`src/rtl/flt_unit_pkg.sv`:
```
`timescale 1ns/1ps
package flt_unit_pkg;
  typedef enum logic [2:0] {
    OP_EQ  = 3'd0,
    OP_LT  = 3'd1,
    OP_LE  = 3'd2,
    OP_MIN = 3'd3,
    OP_MAX = 3'd4,
    OP_CVT = 3'd5,
    OP_ABS = 3'd6,
    OP_NEG = 3'd7
  } fop_e;

  function automatic logic is_cmp(fop_e op);
    return (op == OP_EQ) || (op == OP_LT) || (op == OP_LE);
  endfunction

  function automatic logic is_ou_clr(fop_e op);
    return (op == OP_MIN) || (op == OP_MAX) || (op == OP_ABS) || (op == OP_NEG);
  endfunction
endpackage

```
`src/rtl/flt_order_cmp.sv`:
```
`timescale 1ns/1ps
module flt_order_cmp #(
  parameter int DATA_W = 32
) (
  input  logic [DATA_W-1:0] a_i,
  input  logic [DATA_W-1:0] b_i,
  output logic              lt_o,
  output logic              eq_o
);
  localparam int MAG_W = DATA_W - 1;

  logic             sa, sb, both_zero;
  logic [MAG_W-1:0] ma, mb;

  assign sa = a_i[DATA_W-1];
  assign sb = b_i[DATA_W-1];
  assign ma = a_i[MAG_W-1:0];
  assign mb = b_i[MAG_W-1:0];
  assign both_zero = ~|ma & ~|mb;

  assign eq_o = both_zero | (a_i == b_i);

  // sign decides first; same sign orders by magnitude, reversed when negative
  always_comb begin
    if (both_zero)    lt_o = 1'b0;
    else if (sa != sb) lt_o = sa;
    else if (sa)       lt_o = ma > mb;
    else               lt_o = ma < mb;
  end
endmodule

```
`src/rtl/flt_to_int.sv`:
```
`timescale 1ns/1ps
module flt_to_int #(
  parameter int DATA_W = 32,
  parameter int EXP_W  = 8
) (
  input  logic [DATA_W-1:0] a_i,
  output logic [DATA_W-1:0] int_o
);
  localparam int MAN_W = DATA_W - 1 - EXP_W;
  localparam int BIAS  = (1 << (EXP_W - 1)) - 1;
  localparam logic [EXP_W-1:0] BIAS_V = EXP_W'(BIAS);
  localparam logic [EXP_W-1:0] MAN_V  = EXP_W'(MAN_W);
  localparam logic [EXP_W-1:0] SAT_V  = EXP_W'(DATA_W - 1);
  localparam logic [DATA_W-1:0] POS_SAT = {1'b0, {(DATA_W-1){1'b1}}};
  localparam logic [DATA_W-1:0] NEG_SAT = {1'b1, {(DATA_W-1){1'b0}}};

  logic              sgn;
  logic [EXP_W-1:0]  ex, sh;
  logic [DATA_W-1:0] sig, mag;

  assign sgn = a_i[DATA_W-1];
  assign ex  = a_i[DATA_W-2 -: EXP_W];
  assign sig = DATA_W'({1'b1, a_i[MAN_W-1:0]});
  assign sh  = ex - BIAS_V;

  always_comb begin
    mag   = '0;
    int_o = '0;
    if (ex < BIAS_V) begin
      int_o = '0;
    end else if (sh >= SAT_V) begin
      int_o = sgn ? NEG_SAT : POS_SAT;
    end else begin
      if (sh >= MAN_V) mag = sig << (sh - MAN_V);
      else             mag = sig >> (MAN_V - sh);
      int_o = sgn ? (~mag + 1'b1) : mag;
    end
  end
endmodule

```
`src/rtl/flt_cmp_cvt.sv`:
```
`timescale 1ns/1ps
module flt_cmp_cvt
  import flt_unit_pkg::*;
#(
  parameter int DATA_W = 32,
  parameter int EXP_W  = 8
) (
  input  logic              clk_i,
  input  logic              rst_ni,
  input  logic              valid_i,
  input  logic [2:0]        op_i,
  input  logic [DATA_W-1:0] a_i,
  input  logic [DATA_W-1:0] b_i,
  output logic [DATA_W-1:0] result_o,
  output logic              cond_we_o,
  output logic              cond_o,
  output logic              ou_clr_o
);
  localparam int SGN = DATA_W - 1;

  fop_e              op;
  logic              a_lt_b, a_eq_b, rel;
  logic [DATA_W-1:0] cvt_val, res_d;

  assign op = fop_e'(op_i);

  flt_order_cmp #(.DATA_W(DATA_W)) u_order (
    .a_i (a_i),
    .b_i (b_i),
    .lt_o(a_lt_b),
    .eq_o(a_eq_b)
  );

  flt_to_int #(.DATA_W(DATA_W), .EXP_W(EXP_W)) u_cvt (
    .a_i  (a_i),
    .int_o(cvt_val)
  );

  always_comb begin
    rel   = 1'b0;
    res_d = '0;
    unique case (op)
      OP_EQ:  rel = a_eq_b;
      OP_LT:  rel = a_lt_b;
      OP_LE:  rel = a_lt_b | a_eq_b;
      OP_MIN: res_d = (a_lt_b | a_eq_b) ? a_i : b_i;
      OP_MAX: res_d = a_lt_b ? b_i : a_i;
      OP_CVT: res_d = cvt_val;
      OP_ABS: res_d = {1'b0, a_i[SGN-1:0]};
      OP_NEG: res_d = {~a_i[SGN], a_i[SGN-1:0]};
      default: res_d = '0;
    endcase
  end

  always_ff @(posedge clk_i or negedge rst_ni) begin
    if (!rst_ni) begin
      result_o  <= '0;
      cond_we_o <= 1'b0;
      cond_o    <= 1'b0;
      ou_clr_o  <= 1'b0;
    end else if (valid_i) begin
      result_o  <= res_d;
      cond_we_o <= is_cmp(op);
      cond_o    <= is_cmp(op) ? rel : cond_o;
      ou_clr_o  <= is_ou_clr(op);
    end else begin
      cond_we_o <= 1'b0;
      ou_clr_o  <= 1'b0;
    end
  end
endmodule

```
`config.mk`:
```
export PLATFORM = sky130hd
export DESIGN_NAME = flt_cmp_cvt
export DESIGN_NICKNAME = d
export VERILOG_FILES = /design/src/rtl/flt_unit_pkg.sv /design/src/rtl/flt_order_cmp.sv /design/src/rtl/flt_to_int.sv /design/src/rtl/flt_cmp_cvt.sv
export SDC_FILE = /design/constraint.sdc
export NUM_CORES = 1
export LEC_CHECK = 0
export BUFFER_PORTS_ARGS = -buffer_cell sky130_fd_sc_hd__buf_4
export CAP_MARGIN = 20
export CORE_MARGIN = 4
export CORE_UTILIZATION = 49
export DETAILED_ROUTE_END_ITERATION = 16
export PLACE_DENSITY = 0.81
export SKIP_LAST_GASP = 1
export SLEW_MARGIN = 40
export SYNTH_ARGS = -nofsm -noshare
export SYNTH_HDL_FRONTEND = slang
export SYNTH_HIERARCHICAL = 1
export SYNTH_SLANG_ARGS = --single-unit
```
`constraint.sdc`:
```
create_clock -name clk_i -period 2.4 [get_ports clk_i]
set_clock_uncertainty 0.2 [all_clocks]
set_input_delay 0.48 -clock clk_i [delete_from_list [all_inputs] [get_ports clk_i]]
set_output_delay 0.48 -clock clk_i [all_outputs]
set_load 0.02 [all_outputs]
```
Word level (Yosys, flattened, before mapping)
Cells that the tools add are included.
{"block": "totals", "rom_bits": 0, "ram_bits": 0, "word_cells": 56, "output_inout_bits": 35, "in_bits": 70, "latch_bits": 0, "memories": 0, "regBits": 35}
{"block": "classes", "mux": 16, "n_addsub": 4, "eq_ne": 9, "mul": 0, "n_reduce_logical": 11, "bitwise_logic": 5, "div": 0, "shift": 2, "order_cmp": 5}
{"cell": "$mux W32", "count": 9}
{"cell": "$pmux W32 S5", "count": 1}
{"cell": "$reduce_or A31 Y1", "count": 2}
{"cell": "$add A32 B1 Y32 const B", "count": 1}
{"cell": "$eq A32 B32 Y1", "count": 1}
{"cell": "$not A32 Y32", "count": 1}
{"cell": "$shl A24 B8 Y32", "count": 1}
{"cell": "$shr A24 B8 Y32", "count": 1}
{"cell": "$gt A31 B31 Y1", "count": 1}
{"cell": "$lt A31 B31 Y1", "count": 1}
{"cell": "$ge A8 B5 Y1 const B", "count": 2}
{"cell": "$eq A3 B3 Y1 const B", "count": 4}
{"cell": "$lt A8 B7 Y1 const B", "count": 1}
{"cell": "$sub A5 B8 Y8 const A", "count": 1}
{"cell": "$sub A8 B5 Y8 const B", "count": 1}
{"cell": "$sub A8 B7 Y8 const B", "count": 1}
{"cell": "$eq A3 B2 Y1 const B", "count": 2}
{"cell": "$logic_or A1 B1 Y1", "count": 5}
{"cell": "$mux W1", "count": 5}
{"cell": "$eq A3 B1 Y1 const B", "count": 1}
{"cell": "$logic_not A3 Y1", "count": 1}
{"cell": "$pmux W1 S3", "count": 1}
{"cell": "$logic_not A1 Y1", "count": 2}
{"cell": "$or A1 B1 Y1", "count": 2}
{"cell": "4 further kinds", "count": 4}

Longest topological paths before layout
{"block": "depth", "depth_word": 12, "ltp_mapped": 26, "ltp_nobuf": 21}

By module
Netlist, hierarchy kept.
{"module": "flt_to_int", "cells_each": 764, "instances": 1, "seq_area_each_um2": 0.0, "area_each_um2": 5273.8}
{"module": "flt_cmp_cvt", "cells_each": 282, "instances": 1, "seq_area_each_um2": 875.8, "area_each_um2": 2562.5}
{"module": "flt_order_cmp", "cells_each": 149, "instances": 1, "seq_area_each_um2": 0.0, "area_each_um2": 999.7}

Least setup slack after synthesis
No wires, ideal clock.
{"block": "synth_path", "path_kind": "input -> register", "start": "input port a_i[23]", "end": "register result_o[30]", "setup_ps": 124, "path_buffers": 9, "arrival_ps": 5889, "slack_ps": -3813, "required_time_ps": 2076, "path_stages": 23, "cell_sequence": "inv_1 buf_1 buf_1 clkbuf_1 ha_1 buf_2 buf_4 buf_4 buf_2 buf_2 clkbuf_1 mux2_2 a22oi_1 mux2i_1 mux2_2 o21a_1 nor4_1 nand2_1 o311a_1 a211o_1 a22o_1 a22oi_1 nand2_1"}
{"block": "synth_via", "elab_chain_len": 12, "elab_cells_between_ends": 30, "cone_classes": "add/sub: 4; order compare: 5; eq/ne: 1; shift: 2; mux: 12; bitwise: 4; reduce/logical: 2"}
{"item": "start, declared", "line_no": "flt_cmp_cvt.sv:12", "text": "input logic [DATA_W-1:0] a_i,"}
{"item": "$sub A8 B7 Y8", "line_no": "flt_to_int.sv:24", "text": "assign sh = ex - BIAS_V;"}
{"item": "$sub A5 B8 Y8 or $sub A8 B5 Y8 (tied branches)", "line_no": "flt_to_int.sv:35, flt_to_int.sv:34"}
{"item": "$shr A24 B8 Y32 or $shl A24 B8 Y32 (tied branches)", "line_no": "flt_to_int.sv:35, flt_to_int.sv:34"}
{"item": "$mux W32", "line_no": "flt_to_int.sv:34", "text": "if (sh >= MAN_V) mag = sig << (sh - MAN_V);"}
{"item": "$mux W32", "line_no": "flt_to_int.sv:31", "text": "end else if (sh >= SAT_V) begin"}
{"item": "$mux W32", "line_no": "flt_to_int.sv:29", "text": "if (ex < BIAS_V) begin"}
{"item": "$not A32 Y32", "line_no": "flt_to_int.sv:36", "text": "int_o = sgn ? (~mag + 1'b1) : mag;"}
{"item": "$add A32 B1 Y32", "line_no": "flt_to_int.sv:36"}
{"item": "$mux W32", "line_no": "flt_to_int.sv:36"}
{"item": "$mux W32", "line_no": "flt_to_int.sv:31"}
{"item": "$mux W32 *", "line_no": "flt_to_int.sv:29"}
{"item": "named net cvt_val[30]", "line_no": "flt_cmp_cvt.sv:23", "text": "logic [DATA_W-1:0] cvt_val, res_d;"}
{"item": "$pmux W32 S5 *", "line_no": "flt_cmp_cvt.sv:42", "text": "unique case (op)"}
{"item": "end signal, assigned", "line_no": "flt_cmp_cvt.sv:62", "text": "result_o <= res_d;"}
{"item": "end, declared", "line_no": "flt_cmp_cvt.sv:14", "text": "output logic [DATA_W-1:0] result_o,"}
The timed path passes the listed nets; every way through them passes the cells marked *. The select of a mux whose other input is x is not followed.
A chain may end at the register's enable or synchronous reset.

Worst setup path after layout
{"block": "layout_path", "start": "input port a_i[23]", "end": "register result_o[25]"}
Same word-level chain as after synthesis.

==> metrics <==
finished layout cell area 15200 um2; Hold Slack around 280 ps; number of distinct library cells after synthesis 88; Detail Route Antenna Nets 0; fin cells 1957; Worst EP required 2370 ps; fill cell count 956; Starting Density 0.506; register bit total from synthesis 35; number of global-route vias before repair roughly 13000; final-report max-slew violation count 0; DRT iter0 DRCs 2474; R2R depth 2; first-pass GRT wire length 77400 um; PwrDens a little over 400 nW/um2; worst setup path end result_o[25]; number of synthesized flops with an enable pin 0; Hold Crit Depth 3; reg2reg setup slack ~1200 ps; Worst Hold Class in -> reg; Clock Latency Late Sink 290 ps; Relative slew margins 0.465; Post-synth ARST share 1.00; drt pass-1 iters 8; Peak VDD IR 0.000474 V; failing checks negative setup slack; CTS tree done; share of power burned in registers 0.115; Critical Path Source a_i[23]; # DRC 0; Fmax achieved 208 MHz; Int Pwr between 3 and 4 mW; # H-tree levels 2; Congestion Overflow GR 0; post-synth top area cell dfrtp_1; Core ar. 17500 um2; worst r2r src cond_o; final hold viol count 0; Worst-Margin Slew just under 800 ps; Post-Place Cells 1886; antenna violations before repair 1; status finished, violations left; Final #Nets around 1800; Area growth, synth to finish 72.2%; Ys Warns 6; CP max FO 7; fin crit share 2.00; Max stage delay on crit path 570 ps; Worst path depth 17; IO Pins 105; Total Wirelength 54900 um; clock sink count 35; Static Leak 6.93 nW; Crit Path Class in -> reg; Synth Area per Inst 7.39 um2; Vias/cell just over 7; RR Endpoint cond_o; HPWL after DPL 38500 um; crit path capture type flip-flop; Synth area leaders dfrtp_1 (9.9%), mux2i_1 (7.8%), a21oi_1 (5.7%); Clock transition at path regs 60 ps; post-synthesis net count 1302; Setup Total Neg Slack -69210 ps; sequential area share after synthesis 0.0991; largest net degree at the start of global routing 43; power share of the combinational group 0.779; Syn Inst Count 1195; minimum clock period between 4000 and 5000 ps; clock power share 0.107; CTS root buffer clkbuf_16; Placer Congestion 1.12; crit path launch type input pin; cell area after placement roughly 13000 um2; routed len/inst 28.1 um; Sw Pwr 2.94 mW; Critical Path AT 4770 ps; Slowest cell on crit path or4_4; final setup fails 33; area of the mapped netlist 8840 um2; die area ~20000 um2; Sw Share 0.466; Chip Width between 100 and 150 um; DR vias around 14000; prevailing post-synth register cell dfrtp_1; Buffers on Ports approximately 100; CP bufs+invs 3; DIE HEIGHT approximately 140 um; crit path cell chain buf_8, clkinvlp_4, ha_4, buf_12, mux2_4, nand2_1, o21ai_1, mux4_2, a32oi_4, o211ai_2, or4_4, or4_4, o211ai_1, nand3_1, a22o_1, a22oi_2, nand2_1; row count between 40 and 50; max-cap check violation count 0; Clock Path Buffers 2; area fraction of the dominant cell type after synthesis 0.0991; ratio of cells with drive above 1 in the final layout 0.516; RSZ-0062 raised after global routing yes; gr usage total 0.496; delay-heaviest family, CP simple AND/OR/NAND/NOR gates; CTS buffer count 5; worst setup margin -2400 ps
layout make-up:
class | instances | area (um2) | share of cell area
Multi-Input combinational cell | 1024 | 8710 | 0.573
Clock buffer | 6 | 129 | 0.00847
Antenna cell | 1 | 2.50 | 0.000164
Sequential cell | 35 | 876 | 0.0576
Clock inverter | 2 | 12.5 | 0.000822
Inverter | 48 | 186 | 0.0123
Timing Repair Buffer | 616 | 5010 | 0.329
Tap cell | 225 | 282 | 0.0185
Yosys cell counts (8+ instances only):
cell type,n
o21ai_0,42
nor3_1,25
mux2_1,33
nor2b_1,36
o211ai_1,22
nor4_1,26
a221o_1,11
nand2_1,127
a211oi_1,19
a22oi_1,31
ha_1,37
a21o_1,14
a31oi_1,15
nor2_1,63
or3_1,19
clkbuf_1,57
a21boi_0,8
mux2_2,28
and2_1,10
a21oi_1,101
buf_2,21
o22ai_1,11
mux2i_1,69
a22o_1,26
and3_1,10
nand3b_1,10
nand2b_1,17
inv_1,47
nand3_1,35
a32oi_1,12
mux4_2,18
nand4_1,19
dfrtp_1,35
layer usage:
metal	share of wire	track usage
met4	0.11	0.401
met5	0.0012	0
met1	0.33	0.590
met3	0.15	0.139
met2	0.41	0.745
power groups by stage:
stage	Sequential, mW	Combinational, mW	Clock, mW
final	0.725	4.92	0.674
after global routing	0.724	5.08	0.686
after CTS	0.717	4.33	0.671
after detailed placement	0.723	3.90	0
after global placement	0.722	3.83	0
after floorplan	0.796	1.82	0
per-stage QoR:
| step | power [mW] | utilization | setup WS, ps |
|---|---|---|---|
| 5_1_grt | 6.49 | 0.870 | -2500 |
| 6_report | 6.32 | 0.870 | -2400 |
| 3_3_place_gp | 4.55 | 0.761 | -2770 |
| 3_5_place_dp | 4.62 | 0.761 | -2740 |
| 4_1_cts | 5.72 | 0.824 | -2120 |
| 2_1_floorplan | 2.61 | - | -2780 |
sequential cells by signal, summed over array words and instances, names as in the netlist:
name	count
cond_we_o	1
ou_clr_o	1
cond_o	1
result_o	32
repair_timing:
item | CTS | global route
setup endpoints to repair | 33 | 33
pin swaps | 66 | 98
gates cloned | 4 | 0
hold buffers | 1 | 0
resized for setup | 128 | 141
setup buffers | 49 | 22
hold endpoints to repair | 35 | 0
cell families after synthesis:
| group | count (synthesis) | share of synthesized area |
|---|---|---|
| simple gates | 429 | 0.250 |
| compound gates | 397 | 0.313 |
| mux | 150 | 0.208 |
| buf+inv | 137 | 0.0656 |
| fa+ha+maj | 37 | 0.0524 |
| flops | 35 | 0.0991 |
| xor+xnor | 10 | 0.0129 |
worst min-delay path by stage:
stage,startpoint,to,slack (ps)
CTS,op_i[2],ou_clr_o,280
floorplan,rst_ni,cond_o,-20
finish,op_i[2],ou_clr_o,280
global placement,rst_ni,result_o[11],270
global route,op_i[2],ou_clr_o,290
detailed placement,rst_ni,ou_clr_o,280
worst register-to-register path: cells and delay by family (launching register included):
family         cells  cell delay (ps)
AO/OA/AOI/OAI      2              520
flip-flops         1              400
placed cells by master (no fill, tap or decap), drive strengths merged, types with 23 or more instances in the layout:
master,n
nor2b,36
ha,37
inv,47
nor2,65
nand3,35
o21ai,49
buf,614
o211ai,23
mux2i,69
a21oi,101
a22oi,31
dfrtp,35
a22o,26
mux2,61
nor3,25
nand2,127
nor4,27
Power figures use the tool's default switching activity.
